### src/rtl/spi_mem_pkg.sv
package spi_mem_pkg;
  localparam logic [7:0] OP_WEN  = 8'h06;
  localparam logic [7:0] OP_WDIS = 8'h04;
  localparam logic [7:0] OP_RSTA = 8'h05;
  localparam logic [7:0] OP_WSTA = 8'h01;
  localparam logic [7:0] OP_RD   = 8'h03;
  localparam logic [7:0] OP_WR   = 8'h02;

  typedef enum logic [2:0] {
    ST_IDLE, ST_OPC, ST_ADDR, ST_RDAT, ST_WDAT, ST_STAT, ST_WSR, ST_IGN
  } sm_t;
endpackage

### src/rtl/spi_in_sync.sv
module spi_in_sync #(
  parameter int N = 4
) (
  input  logic         clk,
  input  logic         rst_n,
  input  logic [N-1:0] d_i,
  output logic [N-1:0] q_o,
  output logic [N-1:0] qd_o
);
  for (genvar g = 0; g < N; g++) begin : g_bit
    logic m1, m2, m3;
    always_ff @(posedge clk or negedge rst_n) begin
      if (!rst_n) begin
        m1 <= 1'b0;
        m2 <= 1'b0;
        m3 <= 1'b0;
      end else begin
        m1 <= d_i[g];
        m2 <= m1;
        m3 <= m2;
      end
    end
    assign q_o[g]  = m2;
    assign qd_o[g] = m3;
  end
endmodule

### src/rtl/spi_tx_shift.sv
module spi_tx_shift #(
  parameter int W = 8
) (
  input  logic         clk,
  input  logic         rst_n,
  input  logic         load_i,
  input  logic [W-1:0] byte_i,
  input  logic         shift_i,
  output logic         so_o
);
  logic [W-1:0] sr_q, sr_n;
  logic         so_q, so_n;

  always_comb begin
    sr_n = sr_q;
    so_n = so_q;
    if (load_i) begin
      sr_n = byte_i;
    end else if (shift_i) begin
      so_n = sr_q[W-1];
      sr_n = {sr_q[W-2:0], 1'b0};
    end
  end

  always_ff @(posedge clk or negedge rst_n) begin
    if (!rst_n) begin
      sr_q <= '0;
      so_q <= 1'b0;
    end else begin
      sr_q <= sr_n;
      so_q <= so_n;
    end
  end

  assign so_o = so_q;
endmodule

### src/rtl/spi_cmd_fsm.sv
module spi_cmd_fsm
  import spi_mem_pkg::*;
#(
  parameter int ADDR_W     = 11,
  parameter int ADDR_PHASE = 16,
  parameter int PAGE_W     = 5
) (
  input  logic              clk,
  input  logic              rst_n,
  input  logic              rise_i,
  input  logic              cs_fall_i,
  input  logic              cs_rise_i,
  input  logic              si_i,
  input  logic              busy_i,
  input  logic [7:0]        status_i,
  input  logic [7:0]        rd_data_i,
  output logic [ADDR_W-1:0] rd_addr_o,
  output logic              load_o,
  output logic [7:0]        load_byte_o,
  output logic              drive_o,
  output logic              wren_o,
  output logic              wrdi_o,
  output logic              wrsr_o,
  output logic              wbyte_o,
  output logic [ADDR_W-1:0] wr_addr_o,
  output logic [7:0]        wr_data_o,
  output logic              cmd_end_o
);
  localparam int CNT_W = $clog2(ADDR_PHASE);
  localparam logic [CNT_W-1:0] LAST_BIT  = CNT_W'(7);
  localparam logic [CNT_W-1:0] LAST_ADDR = CNT_W'(ADDR_PHASE - 1);

  sm_t               st_q, st_n;
  logic [CNT_W-1:0]  cnt_q, cnt_n;
  logic [7:0]        sr_q, sr_n, bit_in;
  logic [ADDR_W-2:0] ash_q, ash_n;
  logic [ADDR_W-1:0] addr_q, addr_n, waddr_q, waddr_n;
  logic [7:0]        wdat_q, wdat_n;
  logic              is_rd_q, is_rd_n, ld_req;
  logic [1:0]        ldp_q, ldp_n;
  logic              wen_n, wdis_n, wsr_n, wb_n, end_n;

  assign bit_in = {sr_q[6:0], si_i};

  always_comb begin
    st_n = st_q; cnt_n = cnt_q; sr_n = sr_q; ash_n = ash_q;
    addr_n = addr_q; waddr_n = waddr_q; wdat_n = wdat_q; is_rd_n = is_rd_q;
    ld_req = 1'b0; wen_n = 1'b0; wdis_n = 1'b0; wsr_n = 1'b0; wb_n = 1'b0;
    end_n = 1'b0;
    if (cs_fall_i) begin
      st_n  = ST_OPC;
      cnt_n = '0;
    end else if (cs_rise_i) begin
      st_n  = ST_IDLE;
      end_n = 1'b1;
    end else if (rise_i) begin
      cnt_n = cnt_q + 1'b1;
      unique case (st_q)
        ST_OPC: begin
          sr_n = bit_in;
          if (cnt_q == LAST_BIT) begin
            cnt_n = '0;
            st_n  = ST_IGN;
            if (!busy_i || bit_in == OP_RSTA) begin
              unique case (bit_in)
                OP_WEN:  wen_n = 1'b1;
                OP_WDIS: wdis_n = 1'b1;
                OP_RSTA: begin st_n = ST_STAT; ld_req = 1'b1; end
                OP_WSTA: st_n = ST_WSR;
                OP_RD:   begin st_n = ST_ADDR; is_rd_n = 1'b1; end
                OP_WR:   begin st_n = ST_ADDR; is_rd_n = 1'b0; end
                default: st_n = ST_IGN;
              endcase
            end
          end
        end
        ST_ADDR: begin
          ash_n = {ash_q[ADDR_W-3:0], si_i};
          if (cnt_q == LAST_ADDR) begin
            cnt_n  = '0;
            addr_n = {ash_q, si_i};
            st_n   = is_rd_q ? ST_RDAT : ST_WDAT;
            ld_req = is_rd_q;
          end
        end
        ST_RDAT, ST_STAT: begin
          if (cnt_q == LAST_BIT) begin
            cnt_n  = '0;
            ld_req = 1'b1;
            if (st_q == ST_RDAT) addr_n = addr_q + 1'b1;
          end
        end
        ST_WDAT, ST_WSR: begin
          sr_n = bit_in;
          if (cnt_q == LAST_BIT) begin
            cnt_n  = '0;
            wdat_n = bit_in;
            if (st_q == ST_WSR) begin
              wsr_n = 1'b1;
              st_n  = ST_IGN;
            end else begin
              wb_n    = 1'b1;
              waddr_n = addr_q;
              addr_n  = {addr_q[ADDR_W-1:PAGE_W], addr_q[PAGE_W-1:0] + 1'b1};
            end
          end
        end
        default: cnt_n = cnt_q;
      endcase
    end
    ldp_n = {ldp_q[0], ld_req};
  end

  always_ff @(posedge clk or negedge rst_n) begin
    if (!rst_n) begin
      st_q <= ST_IDLE; cnt_q <= '0; sr_q <= '0; ash_q <= '0;
      addr_q <= '0; waddr_q <= '0; wdat_q <= '0; is_rd_q <= 1'b0;
      ldp_q <= '0; wren_o <= 1'b0; wrdi_o <= 1'b0; wrsr_o <= 1'b0;
      wbyte_o <= 1'b0; cmd_end_o <= 1'b0;
    end else begin
      st_q <= st_n; cnt_q <= cnt_n; sr_q <= sr_n; ash_q <= ash_n;
      addr_q <= addr_n; waddr_q <= waddr_n; wdat_q <= wdat_n;
      is_rd_q <= is_rd_n; ldp_q <= ldp_n; wren_o <= wen_n; wrdi_o <= wdis_n;
      wrsr_o <= wsr_n; wbyte_o <= wb_n; cmd_end_o <= end_n;
    end
  end

  assign rd_addr_o   = addr_q;
  assign wr_addr_o   = waddr_q;
  assign wr_data_o   = wdat_q;
  assign load_o      = ldp_q[1];
  assign load_byte_o = (st_q == ST_STAT) ? (busy_i ? 8'hFF : status_i) : rd_data_i;
  assign drive_o     = (st_q == ST_RDAT) || (st_q == ST_STAT);


  strobe_onehot_chk: assert property (@(posedge clk) disable iff (!rst_n)
    $onehot0({wren_o, wrdi_o, wrsr_o, wbyte_o}));


  rd_step_chk: assert property (@(posedge clk) disable iff (!rst_n)
    (st_q == ST_RDAT && $past(st_q) == ST_RDAT && addr_q != $past(addr_q))
      |-> addr_q == ADDR_W'($past(addr_q) + 1'b1));


  busy_mute_chk: assert property (@(posedge clk) disable iff (!rst_n)
    (busy_i && st_q == ST_OPC) |=> !(wren_o || wrdi_o));


  ign_sticky_chk: assert property (@(posedge clk) disable iff (!rst_n)
    (st_q == ST_IGN && !cs_fall_i) |=> (st_q == ST_IGN || st_q == ST_IDLE));
endmodule

### src/rtl/spi_mem_slave.sv
module spi_mem_slave #(
  parameter int ADDR_W     = 11,
  parameter int ADDR_PHASE = 16,
  parameter int PAGE_W     = 5
) (
  input  logic              clk,
  input  logic              rst_n,
  input  logic              sck_i,
  input  logic              cs_n_i,
  input  logic              si_i,
  input  logic              hold_n_i,
  output logic              so_o,
  output logic              so_oe_o,
  input  logic              busy_i,
  input  logic [7:0]        status_i,
  output logic [ADDR_W-1:0] rd_addr_o,
  input  logic [7:0]        rd_data_i,
  output logic              wren_o,
  output logic              wrdi_o,
  output logic              wrsr_o,
  output logic              wbyte_o,
  output logic [ADDR_W-1:0] wr_addr_o,
  output logic [7:0]        wr_data_o,
  output logic              cmd_end_o
);
  localparam int NSYNC = 4;

  logic [NSYNC-1:0] pins_s, pins_d;
  logic sck_s, sck_d, cs_s, cs_d, si_s, hold_s;
  logic hold_q, hold_n;
  logic live, sck_rise, sck_fall, cs_fall, cs_rise;
  logic load, drive;
  logic [7:0] load_byte;

  spi_in_sync #(.N(NSYNC)) u_sync (
    .clk(clk), .rst_n(rst_n),
    .d_i({hold_n_i, si_i, ~cs_n_i, sck_i}),
    .q_o(pins_s), .qd_o(pins_d)
  );

  assign sck_s  = pins_s[0];
  assign sck_d  = pins_d[0];
  assign cs_s   = ~pins_s[1];
  assign cs_d   = ~pins_d[1];
  assign si_s   = pins_s[2];
  assign hold_s = pins_s[3];

  always_comb begin
    hold_n = hold_q;
    if (cs_s)        hold_n = 1'b0;
    else if (!sck_s) hold_n = !hold_s;
  end

  always_ff @(posedge clk or negedge rst_n) begin
    if (!rst_n) hold_q <= 1'b0;
    else        hold_q <= hold_n;
  end

  assign live     = !cs_s && !hold_q;
  assign sck_rise = live && sck_s && !sck_d;
  assign sck_fall = live && !sck_s && sck_d;
  assign cs_fall  = !cs_s && cs_d;
  assign cs_rise  = cs_s && !cs_d;

  spi_cmd_fsm #(.ADDR_W(ADDR_W), .ADDR_PHASE(ADDR_PHASE), .PAGE_W(PAGE_W)) u_fsm (
    .clk(clk), .rst_n(rst_n), .rise_i(sck_rise), .cs_fall_i(cs_fall),
    .cs_rise_i(cs_rise), .si_i(si_s), .busy_i(busy_i), .status_i(status_i),
    .rd_data_i(rd_data_i), .rd_addr_o(rd_addr_o), .load_o(load),
    .load_byte_o(load_byte), .drive_o(drive), .wren_o(wren_o),
    .wrdi_o(wrdi_o), .wrsr_o(wrsr_o), .wbyte_o(wbyte_o),
    .wr_addr_o(wr_addr_o), .wr_data_o(wr_data_o), .cmd_end_o(cmd_end_o)
  );

  spi_tx_shift #(.W(8)) u_tx (
    .clk(clk), .rst_n(rst_n), .load_i(load), .byte_i(load_byte),
    .shift_i(sck_fall), .so_o(so_o)
  );

  assign so_oe_o = live && drive;


  oe_cs_chk: assert property (@(posedge clk) disable iff (!rst_n)
    (cs_n_i && $past(cs_n_i) && $past(cs_n_i, 2)) |-> !so_oe_o);


  hold_freeze_chk: assert property (@(posedge clk) disable iff (!rst_n)
    (hold_q && $past(hold_q)) |-> $stable(so_o));
endmodule

### config.mk
export PLATFORM = sky130hd
export DESIGN_NAME = spi_mem_slave
export DESIGN_NICKNAME = d
export VERILOG_FILES = /design/src/rtl/spi_mem_pkg.sv /design/src/rtl/spi_in_sync.sv /design/src/rtl/spi_tx_shift.sv /design/src/rtl/spi_cmd_fsm.sv /design/src/rtl/spi_mem_slave.sv
export SDC_FILE = /design/constraint.sdc
export NUM_CORES = 1
export LEC_CHECK = 0
export ABC_AREA = 1
export CAP_MARGIN = 20
export CORE_ASPECT_RATIO = 1.1
export CORE_MARGIN = 4
export CORE_UTILIZATION = 25
export CTS_BUF_LIST = sky130_fd_sc_hd__clkbuf_16
export CTS_CLUSTER_SIZE = 24
export DETAILED_ROUTE_END_ITERATION = 6
export GPL_ROUTABILITY_DRIVEN = 0
export PLACE_DENSITY_LB_ADDON = 0.08
export SETUP_SLACK_MARGIN = 0.15
export SLEW_MARGIN = 20
export SYNTH_ARGS = -nofsm -noshare
export SYNTH_HDL_FRONTEND = slang
export SYNTH_SLANG_ARGS = --single-unit
### constraint.sdc
create_clock -name clk -period 4.9 [get_ports clk]
set_input_delay 0.735 -clock clk [delete_from_list [all_inputs] [get_ports clk]]
set_output_delay 0.735 -clock clk [all_outputs]
set_load 0.005 [all_outputs]
Word-level counts from Yosys, hierarchy flattened
Index checks and enable logic that the tools add are counted.
- flip-flop bits (word level): 82
- latch bits: 0
- bits in writable memories: 0
- bits in read-only memories: 0
- memories: 0
- add/subtract/negate cells: 3
- multipliers: 0
- divide/modulo/power cells: 0
- magnitude comparators: 0
- equality and inequality tests: 25
- shifts and indexed selects: 0
- mux-type cells: 67
- bitwise logic cells: 8
- reduce and logical (&&, ||, !) cells: 38
- operators by type and width (cell ; number):
    2-to-1 mux 11 bit ; 4
    2-to-1 mux 1 bit ; 38
    one-hot mux 11 bit (3 select lines) ; 1
    2-to-1 mux 8 bit ; 4
    2-to-1 mux 3 bit ; 9
    equality test 8 x 3 -> 1 bit (second input constant) ; 3
    2-to-1 mux 4 bit ; 5
    one-hot mux 3 bit (3 select lines) ; 2
    equality test 8 x 2 -> 1 bit (second input constant) ; 2
    != test 4 x 3 -> 1 bit (second input constant) ; 4
    AND reduction 6 bit ; 2
    adder 11 x 1 -> 11 bit (second input constant) ; 1
    equality test 3 bit (second input constant) ; 3
    AND reduction 9 bit ; 1
    nonzero test 3 bit ; 3
    equality test 8 x 1 -> 1 bit (second input constant) ; 1
    logical AND 1 bit ; 8
    != test 2 x 1 -> 1 bit (second input constant) ; 4
    inverter 1 bit ; 8
    one-hot mux 4 bit (2 select lines) ; 1
    AND reduction 4 bit ; 2
    AND reduction 8 bit ; 1
    nonzero test 2 bit ; 4
    AND reduction 7 bit ; 1
    19 further kinds ; 29

Logic depth before layout (Yosys ltp)
- word-level depth: 9
- depth in mapped cells: 12
- gate-level depth less buffers: 11

Modules after synthesis
From an unflattened synthesis, not the netlist that was laid out.
- cells, all modules: 505
- area total of the unflattened synthesis: 4068.9 µm²
- by module, submodules not included (module ; times used ; cells an instance ; area an instance (µm²) ; seq. area each (µm²)):
    spi_cmd_fsm ; 1 ; 417 ; 3189.3 ; 1551.5
    spi_tx_shift ; 1 ; 48 ; 417.9 ; 225.2
    spi_in_sync ; 1 ; 20 ; 360.3 ; 300.3
    spi_mem_slave ; 1 ; 20 ; 101.3 ; 25.0

Worst setup path after synthesis
OpenSTA, ideal clock, no wires.
- kind: register -> output
- from: reg u_fsm.st_q[1]
- to: out so_oe_o
- arrival time: 896 ps
- slack: 3269 ps
- stages on the path, launching flop included: 7
- path buffers: 1
- cells stage by stage: dfrtp_1 > buf_2 > inv_2 > nand2_1 > nand2_1 > nand2_1 > nor2_1
- word-level cells in the longest chain between the ends: 3
- ends and longest elaborated chain (item ; RTL line ; RTL):
    start, declared ; spi_cmd_fsm.sv:33 ; sm_t st_q, st_n;
    start signal, assigned ; spi_cmd_fsm.sv:121 ; st_q <= st_n; cnt_q <= cnt_n; sr_q <= sr_n; ash_q <= ash_n;
    equality test 3 x 2 -> 1 bit or equality test 3 bit (tied branches) ; spi_cmd_fsm.sv:133 ; assign drive_o = (st_q == ST_RDAT) || (st_q == ST_STAT);
    logical OR 1 bit * ; spi_cmd_fsm.sv:133 ;
    logical AND 1 bit * ; spi_mem_slave.sv:79 ; assign so_oe_o = live && drive;
    end, declared ; spi_mem_slave.sv:13 ; output logic so_oe_o,
Every way passes the cells marked *; elsewhere a longest branch is shown, timed or not.

Final worst setup path
Same ends and word-level chain as after synthesis.

==> summary.txt <==
Run status
  – Outcome: complete, no violations

Timing
  – Count of final max-slew check failures: 0
  – Final min period: 2.59 ns
  – Max Clk Rate: 385 MHz
  – Relative max-transition margin: 0.369
  – Final TNS setup: 0 ns
  – Final critical-path share of the clock period: 0.530
  – Final hold violation count: 0
  – Slew at the pin closest to its max-slew limit: 0.940 ns
  – Skew final: 0.0129 ns
  – Final Setup Violations: 0
  – RSZ-0062 raised after global routing: no

Yosys
  – Mean post-synth cell area: 7.63 sq um
  – Library cells used by synthesis: 26
  – Synth Warn #: 0
  – Post-synthesis register bit count: 82
  – Part of the Yosys area used for sequential elements: 0.500
  – Mapped cell area: 4110 sq um
  – Cell taking the most area after synthesis: dfrtp_1
  – Dominant cells by area after synthesis: dfrtp_1 50%, nand2_1 18%, nand3_1 5.5%
  – Post-Syn Nets: 565
  – Synth top area share: 0.500
  – Post-Syn Instances: 538

Worst setup path
  – Setup CP Type: reg2out
  – R2R setup slack: 2.58 ns
  – CP cell instances: inv_2, nand2_1, nand2_1, nand2_1, nor2_1, clkdlybuf4s50_1
  – CP arrival: 1.86 ns
  – CP max-delay cell: clkdlybuf4s50_1
  – Worst path max stage delay: 0.50 ns
  – Startpoint types: flip-flop
  – Required @ worst endpoint: 4.16 ns
  – CP dominant cell by count: nand2_1
  – Worst-path maximum fanout: 9
  – Critical path endpoint category: output pin

Detailed routing
  – Average wire per standard cell: 13.5 microns
  – TritonRoute pass-1 iters: 4
  – DRC violations left: 0
  – Routed WL: 10,800 microns
  – Vias: 3,537
  – First DRT Iteration DRCs: 211
  – Routed Antenna Nets: 0
  – Via density: 4.42

Global route
  – Grt ovf: 0
  – Largest net degree at the start of global routing: 47
  – Overall Global Routing Usage: 0.124
  – Global-route wire length before repair: 18,000 microns
  – Number of global-route vias before repair: 3,466
  – Antenna violations before repair: 0

Placed design
  – Placed Instances: 784
  – Port bufs: 59
  – Hpwl dp: 8040 microns

Layout
  – # fillers: 1,713
  – Non-Filler Instances: 800
  – Area Growth Syn to Fin: 24.7%
  – Layout cell share with drive strength beyond 1: 0.0550
  – Fin nets: 622
  – Most common cell after layout, fill and taps aside: nand2_1
  – Highest-count cells in the layout ignoring fill and taps: 194 x nand2_1, 82 x dfrtp_1, 58 x clkdlybuf4s50_1
  – N_diodes: 0

Clock network
  – CTS resizes: 0
  – Hold bufs inserted after CTS: 0
  – Reg clk slew, reported paths: 0.06 ns
  – CTS H-tree lvls: 3
  – Clock Sinks: 82
  – Max Root-Sink Buffers: 2
  – Cts bufs inserted: 9
  – Clk Latency, worst-skew pair: 0.35 ns
  – Root buf cell: clkbuf_16
  – CTS tree: done
  – Post-CTS setup buffers: 0

Power
  – Leakage: 2.43 nW
  – PD cells: 396 nW/um^2
  – Peak supply drop: 0.000137 V

Worst hold path
  – Worst Hold Class: in2async

Die
  – Die Width: 130 microns
  – Starting density of the core: 0.258
  – Die Height: 142 microns
  – I/O pin count: 60
  – Die area: 18,500 sq um
  – Core footprint: 15,900 sq um
  – Std-Cell Rows: 48

Run
  – Max cap viols: 0
[cell families after synthesis]
logic type	after synthesis	synth area share
AOI/OAI and AO/OA	64	0.0829
DFF	82	0.500
and+or+nand+nor	321	0.330
buffers and inverters	65	0.0701
adders and majority gates	4	0.0122
xor gates and xnor gates	1	0.00213
muxes	1	0.00274
[flip-flops by register name, summed over array words and instances, names as in the netlist, 2 cells and up]
name / count
u_fsm.rd_addr_o: 11
u_fsm.wr_addr_o: 11
u_fsm.ash_q: 10
u_fsm.wr_data_o: 8
u_tx.sr_q: 8
u_fsm.sr_q: 7
u_fsm.cnt_q: 4
u_sync.g_bit.m1: 4
u_sync.g_bit.m2: 4
u_fsm.st_q: 3
u_fsm.ldp_q: 2
u_sync.g_bit.m3: 2
[worst max-delay path, delay by kind of cell, from the launching register on]
family	cells	cell delay, ns
buf+inv	2	0.66
flops	1	0.48
simple gates	4	0.38
[power by group]
group	internal (mW)	switching (mW)	leakage (nW)
clock	0.338	0.275	0.135
sequential	0.745	0.0797	1.10
combinational	0.191	0.399	1.20
total	1.27	0.754	2.43
[layer usage]
metal / track usage / wire (microns)
met5: 0 / 0
met4: 0.0558 / 216
met3: 0.0221 / 368
met2: 0.190 / 4910
met1: 0.169 / 5270
[layout make-up]
type | instances | area, sq um | share of cell area
clock buffers | 9 | 225 | 0.0440
clock inverters | 7 | 40.0 | 0.00782
inverters | 51 | 191 | 0.0374
multi-input cells | 391 | 1770 | 0.345
flip-flops and latches | 82 | 2050 | 0.401
well taps | 200 | 250 | 0.0489
repair buffers | 60 | 596 | 0.116
[worst paths after layout]
| check | from | cells past startpoint | endpoint |
|---|---|---|---|
| min in group clk | u_sync.g_bit[0].m1$_DFF_PN0_ | 0 | u_sync.g_bit[0].m2$_DFF_PN0_ |
| setup reg to reg | u_sync.g_bit[1].m2$_DFF_PN0_ | 9 | u_fsm.wr_addr_o[1]$_DFFE_PN0P_ |
| max in group asynchronous | rst_n | 2 | u_fsm.wr_addr_o[1]$_DFFE_PN0P_ |
| setup / recovery | u_fsm.st_q[1]$_DFFE_PN0P_ | 6 | so_oe_o |
| hold reg to reg | u_sync.g_bit[0].m1$_DFF_PN0_ | 0 | u_sync.g_bit[0].m2$_DFF_PN0_ |
| hold / removal | rst_n | 1 | u_sync.g_bit[3].m1$_DFF_PN0_ |
[synthesized netlist by cell type]
cell and number:
clkbuf_1 3, nor3_2 1, dfrtp_1 82, buf_6 4
nor3_1 11, mux2_2 1, inv_1 46, nand3b_1 1
nand2_2 5, xor2_1 1, a21oi_1 8, nand3_1 45
buf_4 2, nor2_1 49, clkinv_1 1, o211ai_1 8
nor2_2 2, ha_1 4, nand4_1 8, o21ai_1 19
nor2_4 1, buf_2 5, inv_2 4, nand2_1 194
o21ai_0 29, nand3_2 4
[per-stage QoR]
stage                     setup slack (ns)  power, mW  area (sq um)  hold WS, ns  utilization
after floorplan                       3.27       1.25          4110        0.331            -
after global placement                2.65       1.44          4850        0.333        0.305
after detailed placement              2.61       1.43          4850        0.335        0.305
after CTS                             2.26       2.06          5120        0.350        0.322
after global routing                  2.19       2.19          5120        0.353        0.322
final                                 2.31       2.03          5120        0.340        0.322
(Power assumes the default switching activity.)
